## config.mk

```make
export PLATFORM = sky130hd
export DESIGN_NAME = flash_cmd_seq
export DESIGN_NICKNAME = d
export VERILOG_FILES = /design/src/rtl/flash_cmd_pkg.sv /design/src/rtl/cmd_step_match.sv /design/src/rtl/id_code_rom.sv /design/src/rtl/cmd_seq_fsm.sv /design/src/rtl/flash_cmd_seq.sv
export SDC_FILE = /design/constraint.sdc
export NUM_CORES = 1
export LEC_CHECK = 0
export BUFFER_PORTS_ARGS = -buffer_cell sky130_fd_sc_hd__buf_2
export CORE_ASPECT_RATIO = 2
export CORE_MARGIN = 4
export CORE_UTILIZATION = 49
export DETAILED_ROUTE_END_ITERATION = 8
export PLACE_DENSITY = 0.79
export SYNTH_ARGS = -nofsm -noshare
export SYNTH_HDL_FRONTEND = slang
export SYNTH_SLANG_ARGS = --single-unit
```

## constraint.sdc

```tcl
create_clock -name clk_i -period 1.9 [get_ports clk_i]
set_input_delay 0.19 -clock clk_i [delete_from_list [all_inputs] [get_ports clk_i]]
set_output_delay 0.19 -clock clk_i [all_outputs]
set_load 0.02 [all_outputs]
```

## src/rtl/flash_cmd_pkg.sv

```systemverilog
package flash_cmd_pkg;
  localparam int CMP_W     = 15;
  localparam int NUM_CODES = 9;

  localparam int C_AA = 0;
  localparam int C_55 = 1;
  localparam int C_A0 = 2;
  localparam int C_80 = 3;
  localparam int C_30 = 4;
  localparam int C_50 = 5;
  localparam int C_10 = 6;
  localparam int C_90 = 7;
  localparam int C_F0 = 8;

  localparam logic [CMP_W-1:0] KEY_ADDR_A = 15'h5555;
  localparam logic [CMP_W-1:0] KEY_ADDR_B = 15'h2AAA;
  localparam logic [7:0]       MFR_CODE   = 8'hBF;
  localparam logic [7:0]       DEV_CODE   = 8'h5A;

  typedef enum logic [1:0] {
    OP_PROG  = 2'd0,
    OP_SECT  = 2'd1,
    OP_BLOCK = 2'd2,
    OP_CHIP  = 2'd3
  } op_e;

  typedef enum logic [2:0] {
    ST_IDLE, ST_UNL1, ST_UNL2, ST_PROG, ST_ERA3, ST_ERA4, ST_ERA5
  } seq_st_e;

  function automatic logic [7:0] code_val(input int idx);
    case (idx)
      C_AA:    return 8'hAA;
      C_55:    return 8'h55;
      C_A0:    return 8'hA0;
      C_80:    return 8'h80;
      C_30:    return 8'h30;
      C_50:    return 8'h50;
      C_10:    return 8'h10;
      C_90:    return 8'h90;
      default: return 8'hF0;
    endcase
  endfunction
endpackage

```

## src/rtl/cmd_step_match.sv

```systemverilog
module cmd_step_match
  import flash_cmd_pkg::*;
(
  input  logic [CMP_W-1:0]     addr_i,
  input  logic [7:0]           data_i,
  output logic                 at_a_o,
  output logic                 at_b_o,
  output logic [NUM_CODES-1:0] hit_o
);
  assign at_a_o = (addr_i == KEY_ADDR_A);
  assign at_b_o = (addr_i == KEY_ADDR_B);

  for (genvar g = 0; g < NUM_CODES; g++) begin : g_code
    assign hit_o[g] = (data_i == code_val(g));
  end
endmodule

```

## src/rtl/id_code_rom.sv

```systemverilog
module id_code_rom
  import flash_cmd_pkg::*;
(
  input  logic       id_mode_i,
  input  logic       sel_i,
  output logic [7:0] code_o
);
  always_comb begin
    if (!id_mode_i) code_o = 8'h00;
    else            code_o = sel_i ? DEV_CODE : MFR_CODE;
  end
endmodule

```

## src/rtl/cmd_seq_fsm.sv

```systemverilog
module cmd_seq_fsm
  import flash_cmd_pkg::*;
(
  input  logic                 clk_i,
  input  logic                 rst_ni,
  input  logic                 wr_i,
  input  logic                 busy_i,
  input  logic                 par_mode_i,
  input  logic                 at_a_i,
  input  logic                 at_b_i,
  input  logic [NUM_CODES-1:0] hit_i,
  output logic                 capture_o,
  output logic                 launch_o,
  output op_e                  op_o,
  output logic                 id_mode_o
);
  seq_st_e st_q, st_d;
  op_e     op_q, op_d;
  logic    id_q, id_d, fire, launch_q;
  logic    evt;

  assign evt = wr_i && !busy_i;

  always_comb begin
    st_d = st_q;
    op_d = op_q;
    id_d = id_q;
    fire = 1'b0;
    if (evt) begin
      case (st_q)
        ST_IDLE: begin
          if (at_a_i && hit_i[C_AA])   st_d = ST_UNL1;
          else if (id_q && hit_i[C_F0]) id_d = 1'b0;
        end
        ST_UNL1: st_d = (at_b_i && hit_i[C_55]) ? ST_UNL2 : ST_IDLE;
        ST_UNL2: begin
          st_d = ST_IDLE;
          if (at_a_i) begin
            if (hit_i[C_A0])      st_d = ST_PROG;
            else if (hit_i[C_80]) st_d = ST_ERA3;
            else if (hit_i[C_90]) id_d = 1'b1;
            else if (hit_i[C_F0]) id_d = 1'b0;
          end
        end
        ST_PROG: begin
          st_d = ST_IDLE;
          fire = 1'b1;
          op_d = OP_PROG;
        end
        ST_ERA3: st_d = (at_a_i && hit_i[C_AA]) ? ST_ERA4 : ST_IDLE;
        ST_ERA4: st_d = (at_b_i && hit_i[C_55]) ? ST_ERA5 : ST_IDLE;
        ST_ERA5: begin
          st_d = ST_IDLE;
          if (hit_i[C_30]) begin
            fire = 1'b1; op_d = OP_SECT;
          end else if (hit_i[C_50]) begin
            fire = 1'b1; op_d = OP_BLOCK;
          end else if (hit_i[C_10] && at_a_i && par_mode_i) begin
            fire = 1'b1; op_d = OP_CHIP;
          end
        end
        default: st_d = ST_IDLE;
      endcase
    end
  end

  always_ff @(posedge clk_i or negedge rst_ni) begin
    if (!rst_ni) begin
      st_q     <= ST_IDLE;
      op_q     <= OP_PROG;
      id_q     <= 1'b0;
      launch_q <= 1'b0;
    end else begin
      st_q     <= st_d;
      op_q     <= op_d;
      id_q     <= id_d;
      launch_q <= fire;
    end
  end

  assign capture_o = fire;
  assign launch_o  = launch_q;
  assign op_o      = op_q;
  assign id_mode_o = id_q;

  assert_pulse_R11: assert property (@(posedge clk_i) disable iff (!rst_ni)
    launch_o |=> !launch_o);
  assert_busy_ignore_R10: assert property (@(posedge clk_i) disable iff (!rst_ni)
    (wr_i && busy_i) |=> (st_q == $past(st_q)) && $stable(id_mode_o) && !launch_o);
  assert_chip_par_R5: assert property (@(posedge clk_i) disable iff (!rst_ni)
    (launch_o && op_o == OP_CHIP) |-> $past(par_mode_i));
  assert_launch_after_write_R2: assert property (@(posedge clk_i) disable iff (!rst_ni)
    launch_o |-> $past(wr_i && !busy_i));
  assert_id_on_write_R7: assert property (@(posedge clk_i) disable iff (!rst_ni)
    !wr_i |=> $stable(id_mode_o));
endmodule

```

## src/rtl/flash_cmd_seq.sv

```systemverilog
module flash_cmd_seq
  import flash_cmd_pkg::*;
#(
  parameter int ADDR_W = 20
) (
  input  logic              clk_i,
  input  logic              rst_ni,
  input  logic              wr_i,
  input  logic [ADDR_W-1:0] addr_i,
  input  logic [7:0]        wdata_i,
  input  logic              busy_i,
  input  logic              par_mode_i,
  output logic              launch_o,
  output logic [1:0]        op_o,
  output logic [ADDR_W-1:0] tgt_addr_o,
  output logic [7:0]        tgt_data_o,
  output logic              id_mode_o,
  output logic [7:0]        id_data_o
);
  logic                 at_a, at_b, capture;
  logic [NUM_CODES-1:0] hit;
  op_e                  op;
  logic [ADDR_W-1:0]    tgt_addr_q;
  logic [7:0]           tgt_data_q;

  cmd_step_match u_match (
    .addr_i (addr_i[CMP_W-1:0]),
    .data_i (wdata_i),
    .at_a_o (at_a),
    .at_b_o (at_b),
    .hit_o  (hit)
  );

  cmd_seq_fsm u_fsm (
    .clk_i      (clk_i),
    .rst_ni     (rst_ni),
    .wr_i       (wr_i),
    .busy_i     (busy_i),
    .par_mode_i (par_mode_i),
    .at_a_i     (at_a),
    .at_b_i     (at_b),
    .hit_i      (hit),
    .capture_o  (capture),
    .launch_o   (launch_o),
    .op_o       (op),
    .id_mode_o  (id_mode_o)
  );

  id_code_rom u_rom (
    .id_mode_i (id_mode_o),
    .sel_i     (addr_i[0]),
    .code_o    (id_data_o)
  );

  always_ff @(posedge clk_i or negedge rst_ni) begin
    if (!rst_ni) begin
      tgt_addr_q <= '0;
      tgt_data_q <= '0;
    end else if (capture) begin
      tgt_addr_q <= addr_i;
      tgt_data_q <= wdata_i;
    end
  end

  assign op_o       = op;
  assign tgt_addr_o = tgt_addr_q;
  assign tgt_data_o = tgt_data_q;

  assert_tgt_hold_R2: assert property (@(posedge clk_i) disable iff (!rst_ni)
    !$stable(tgt_addr_o) |-> launch_o);
endmodule

```

==> results.json, run 1 <==
{
  "yosys.area_share.simple_pct": 18.8,
  "post-cts-setup-buffers": 0,
  "drive_gt1_share_pct": 59.5,
  "cp_slowest_stage_delay_ns": 0.52,
  "cp-start-kind": "input pin",
  "ios": 73,
  "synth_edf_count": 0,
  "layout.nets": 279,
  "cts_root_buffer": "clkbuf_8",
  "die_y_um": 96.7,
  "powerDensity_nw_per_um2": 599,
  "cp_data_required_time_ns": 2.08,
  "num_antenna_cells": 0,
  "hold_path.class": "in2reg",
  "synth_ff_type": "dfrtp_1",
  "vdd_drop_max_mv": 0.552,
  "grt_usage_pct": 22.2,
  "start_util_pct": 50.1,
  "switchingPower_mw": 0.389,
  "synth.distinct_cells": 45,
  "min_path_cells": 2,
  "arrival_ns": 2.36,
  "drt_iter0_drc": 36,
  "final_common_cell": "buf_2",
  "fmax_mhz": 459,
  "combPwrFrac_pct": 10.3,
  "first_global_vias": 1737,
  "via_count": 1633,
  "hold_violations": 0,
  "cts_buffer_depth": 2,
  "period_share_pct": 115,
  "hold_start": "addr_i[17]",
  "drv_slew": 0,
  "worstHoldEndpoint": "tgt_addr_o[17]",
  "antenna_found_initial": 0,
  "ys_seq_area_share_pct": 45.5,
  "grt_overflow": 0,
  "gp_congestion": 0.918,
  "drc": 0,
  "wl_um": 5600,
  "hpwl_um": 4020,
  "grt_setup_unrepaired": "true",
  "p_leak_nw": 1.54,
  "wire_per_inst_um": 18.8,
  "ys_warn_count": 0,
  "synthArstFlopShare_pct": 100,
  "syn2layout_area_growth_pct": 39.3,
  "syn_nets": 183,
  "final_cell_mix": "70 x buf_2, 35 x dfrtp_1, 29 x mux2_4, 26 x buf_4, 7 x nand3_1",
  "grt_pass1_wl_um": 8460,
  "cts_tree": "yes",
  "internal_power_mw": 1.22,
  "fin_ws_ns": -0.278,
  "grt_start_max_net_pins": 36,
  "portBuffers": 72,
  "relSlewSlack_pct": 47.8,
  "cts_sinks": 35,
  "seq_power_share_pct": 46.6,
  "finalClockSkew_ns": 0.00970,
  "die-area_um2": 5060,
  "clkPwrFrac_pct": 43.1,
  "worstPathCellList": "buf_6 -> or4_4 -> or4b_4 -> o41ai_4 -> nand4_4 -> clkbuf_16 -> mux2_4",
  "cts_buffers": 5,
  "maxCapViolations": 0,
  "rr_worst_depth": 5,
  "fp-row-count": 32,
  "holdWs_ns": 0.129,
  "syn_area_per_cell_um2": 12.8,
  "dp_slack_ns": -0.593,
  "syn-cell-area_um2": 1930,
  "via_per_inst": 5.48,
  "finalSetupTns_ns": -7.72,
  "setup_violations": 30,
  "die_w_um": 52.3,
  "synth_cells": 150,
  "critPathKind": "in2reg",
  "synthAdderAreaFrac_pct": 0,
  "synth_top_family_by_area": "multiplexers",
  "synth_xor_area_share_pct": 0.910,
  "ys_seq_elements": 35,
  "clk_pin_slew_ns": 0.08,
  "power.share.switching_pct": 24.2,
  "fin_util_pct": 69.8,
  "critPathSlowestCell": "or4_4",
  "cp_max_fo": 8,
  "violations": "negative setup slack",
  "synth.area.mux_share_pct": 23.2,
  "finalCriticalPeriod_ns": 2.18,
  "status": "finished with violations",
  "endpoint_kind": "register",
  "synth_compound_area_share_pct": 5.85,
  "worst_pin_slew_ns": 0.783,
  "ant_nets": 0,
  "core_um2": 3840,
  "r2r-start": "u_fsm.st_q[1]",
  "clk_latency_ns": 0.30,
  "drt_pass1_iterations": 4,
  "r2r_setup_slack_ns": 0.20,
  "reg2reg_to": "u_fsm.st_q[2]",
  "cts_max_level": 2
}
[power groups by stage]
stage	logic, mW	registers, mW	clock network (mW)
CTS	0.162	0.748	0.698
global route	0.181	0.748	0.717
detailed placement	0.158	0.763	0
floorplan	0.0441	0.762	0
global placement	0.156	0.763	0
finish	0.166	0.748	0.692
[routing by layer]
layer  vias up  wire length, um  track usage [%]
li1        752                -                -
met1       822             1920             23.2
met2        46             3290             40.7
met3        13              216             3.39
met4         0              170             10.2
met5         -                0                0
[worst max-delay path by stage]
stage / startpoint / endpoint / slack (ns) / cells after the start
after CTS: wdata_i[1] / tgt_addr_o[5] / -0.26 / 7
after global routing: wdata_i[1] / tgt_addr_o[14] / -0.34 / 7
final: wdata_i[1] / tgt_data_o[0] / -0.28 / 7
after detailed placement: wdata_i[1] / tgt_addr_o[5] / -0.59 / 7
after global placement: wdata_i[1] / tgt_data_o[4] / -0.54 / 7
after floorplan: wdata_i[1] / tgt_addr_o[0] / -0.42 / 6
[area by class of cell]
type                       instances  area [um^2]
fill                             283         1160
multi-input combinational         98          960
sequential                        35          876
timing repair buffer             103          659
clock buffer                       5         68.8
tap                               51         63.8
clock inverter                     3         43.8
inverter                           3         11.3
[state kept, by name, summed over array words and instances (netlist names)]
signal and flops:
tgt_addr_o 20, tgt_data_o 8, u_fsm.st_q 3, u_fsm.op_o 2
u_fsm.id_mode_o 1, u_fsm.launch_o 1
[critical path: cells and delay by family]
kind,cells,cell delay [ns]
multiplexers,1,0.30
buffers and inverters,2,0.33
AND/OR/NAND/NOR,3,1.26
AO/OA/AOI/OAI,1,0.27
[through the flow]
step	area [um^2]	power (mW)	std cells
floorplan	1930	0.806	150
global placement	2470	0.918	286
detailed placement	2470	0.920	286
CTS	2610	1.61	295
global route	2680	1.65	298
finish	2680	1.61	298
[what timing repair did]
item                                    CTS  global route
cloned                                    0             3
gates resized for setup                   2             2
endpoints found under the hold margin    35             0
endpoints found under the setup margin   30            30
pin swaps                                 0             2
hold buffers                              1             0
[cells in the mapped netlist, types with 4 or more instances]
cell type | instances | share of area (%)
buf_4 | 6 | 2.3
clkbuf_1 | 4 | 0.78
dfrtp_1 | 35 | 45
mux2_4 | 29 | 23
nand3_1 | 7 | 1.8
nor2_1 | 4 | 0.78
nor4b_1 | 4 | 1.8
nor4bb_1 | 4 | 2.1
[cells by family after synthesis]
group                     Yosys count
AOI/OAI and AO/OA                  14
xor gates and xnor gates            2
buffers and inverters              17
DFF                                35
muxes                              30
and+or+nand+nor                    52
Power figures use the tool's default switching activity.
==> run 2, diff against run 1 <==
- CORE_ASPECT_RATIO: 2 -> 1.5
- CORE_UTILIZATION: 49 -> 48
- PLACE_DENSITY: 0.79 -> 0.78
- SYNTH_HIERARCHICAL: unset -> 1
==> run 2 against run 1 <==
The run ends with negative hold slack, negative setup slack left; sequential share of layout area down 0.26 points; register-to-register slack worse by 0.11 ns; cell area increased by 0.79%; final cell count is 3.0% lower; sequential cell count unchanged; maximum frequency rose by 7.5%; first-iteration DRC count is 28% higher; clock skew down 0.0018 ns; worst setup slack improved by 0.15 ns; clock power shrank 2%; utilization grew 3.6 points; critical path type unchanged.
==> results.json, run 2 <==
{
  "core_um2": 3680,
  "finalClockSkew_ns": 0.00786,
  "synth_edf_count": 0,
  "finalSetupTns_ns": -3.15,
  "switchingPower_mw": 0.362,
  "internal_power_mw": 1.20,
  "start_util_pct": 50.3,
  "synth_most_common_cell": "dfrtp_1",
  "status": "finished with violations",
  "clkPwrFrac_pct": 43.3,
  "synth_area_leader_cell": "dfrtp_1",
  "wl_um": 5390,
  "grt_start_max_net_pins": 36,
  "seq_power_share_pct": 47.6,
  "ys_seq_area_share_pct": 47.3,
  "powerDensity_nw_per_um2": 579,
  "portBuffers": 72,
  "critPathKind": "in2reg",
  "worst_pin_slew_ns": 0.759,
  "synth_area_leaders": "dfrtp_1 47%, mux2_4 16%, mux2_2 4.9%, buf_4 2.4%, buf_12 2.2%",
  "cts_tree": "yes",
  "first_global_vias": 1671,
  "via_count": 1585,
  "hold_violations": 35,
  "synth.distinct_cells": 41,
  "clk_pin_slew_ns": 0.07,
  "ys_seq_elements": 35,
  "maxCapViolations": 0,
  "hold_path.class": "in2async",
  "synth_top_area_share_pct": 47.3,
  "syn-cell-area_um2": 1850,
  "cts_buffer_depth": 2,
  "relSlewSlack_pct": 49.4,
  "die-area_um2": 4940,
  "cts_buffers": 5,
  "grt_setup_unrepaired": "true",
  "cp_max_fo": 8,
  "combPwrFrac_pct": 9.1,
  "fin_util_pct": 73.4,
  "syn2layout_area_growth_pct": 45.9,
  "violations": "negative hold slack, negative setup slack",
  "fmax_mhz": 493,
  "final_cell_mix": "70 x buf_2, 35 x dfrtp_1, 30 x mux2_4, 30 x buf_4, 6 x nand2_1",
  "cts_sinks": 35,
  "dp_slack_ns": -0.486,
  "ys_warn_count": 6,
  "drive_gt1_share_pct": 66.3,
  "p_leak_nw": 1.42,
  "cp_data_required_time_ns": 2.07,
  "synthArstFlopShare_pct": 100,
  "drv_slew": 0,
  "wire_per_inst_um": 18.6,
  "drc": 0,
  "grt_pass1_wl_um": 8200,
  "synth_cells": 140,
  "cp-start-kind": "input pin",
  "gp_congestion": 0.901,
  "vdd_drop_max_mv": 0.617,
  "ios": 73,
  "setup_violations": 30,
  "ctsHoldBuffers": 0,
  "synth_ff_type": "dfrtp_1",
  "holdWs_ns": -0.0337,
  "hpwl_um": 3650,
  "grt_overflow": 0,
  "fp-row-count": 27,
  "fin_total_pwr_mw": 1.57,
  "antenna_found_initial": 0,
  "via_per_inst": 5.48,
  "syn_nets": 173,
  "die_w_um": 58.7,
  "power.share.switching_pct": 23.1,
  "die_y_um": 84.1,
  "clk_latency_ns": 0.29,
  "period_share_pct": 107,
  "drt_iter0_drc": 46,
  "final_common_cell": "buf_2",
  "cts_max_level": 2,
  "num_antenna_cells": 0,
  "cts_root_buffer": "clkbuf_8",
  "arrival_ns": 2.20,
  "endpoint_kind": "register",
  "finalCriticalPeriod_ns": 2.03,
  "largest_reg_flops": 20,
  "fin_ws_ns": -0.127,
  "yosys-top-cells-count": "35 x dfrtp_1, 20 x mux2_4, 8 x mux2_2",
  "layout.nets": 278,
  "syn_area_per_cell_um2": 13.2,
  "grt_usage_pct": 21.7,
  "drt_pass1_iterations": 4,
  "ant_nets": 0
}
-- run 2: worst max-delay path: stages --
cell and delay [ns]:
buf_6 0.09, or4_4 0.56, nor4_4 0.23, nor3_2 0.10, a2111oi_4 0.36, buf_6 0.19
buf_8 0.15, mux2_4 0.31
-- run 2: logic make-up (layout without fill, tap and decap cells) --
| family | after synthesis | count (layout) | share of synthesized area, % |
|---|---|---|---|
| buffers and inverters | 12 | 118 | 5.87 |
| DFF | 35 | 35 | 47.3 |
| AOI/OAI and AO/OA | 9 | 9 | 4.39 |
| xor gates and xnor gates | 1 | 1 | 0.473 |
| and+or+nand+nor | 53 | 53 | 19.7 |
| muxes | 30 | 30 | 22.3 |
-- run 2: path summary, 6_finish.rpt --
kind,startpoint,to,slack (ns),cells past startpoint
hold / removal,rst_ni,u_fsm/launch_o,-0.03,1
max in group asynchronous,rst_ni,u_fsm/id_mode_o,1.45,1
hold reg to reg,tgt_addr_o[16],tgt_addr_o[16],0.51,1
setup reg to reg,u_fsm/st_q[0],tgt_addr_o[13],0.09,5
setup / recovery,wdata_i[0],tgt_addr_o[13],-0.13,8
min in group clk_i,addr_i[16],tgt_addr_o[16],0.13,2
-- run 2: final cells by class --
cell class                 count  area, um^2
fill                         256         978
multi-input combinational     93         963
sequential                    35         876
timing repair buffer         108         691
clock buffer                   5        68.8
tap                           43        53.8
clock inverter                 3        43.8
inverter                       2        7.51
-- run 2: routing by layer --
layer  share of wire (%)  track usage [%]
met3                 6.3             4.80
met4                 4.0             8.66
met5                   0                0
met2                  54             39.9
met1                  35             22.7
-- run 2: through the flow --
step | std cells | instance area (um^2)
finish | 289 | 2700
global route | 289 | 2700
CTS | 288 | 2640
detailed placement | 277 | 2430
global placement | 277 | 2430
floorplan | 140 | 1880
-- run 2: power by group through the flow --
stage                     Combinational, mW  Sequential, mW  Clock (mW)
final                                 0.142           0.746       0.678
after floorplan                      0.0253           0.761           0
after detailed placement              0.132           0.760           0
after global placement                0.129           0.760           0
after CTS                             0.140           0.745       0.682
after global routing                  0.154           0.745       0.721
-- run 2: repair_timing --
action                                  in CTS  in global routing
pin swaps                                    1                  0
endpoints found under the setup margin      30                 30
gates resized for setup                     13                 11
setup buffers                                3                  0
cloned                                       0                  1
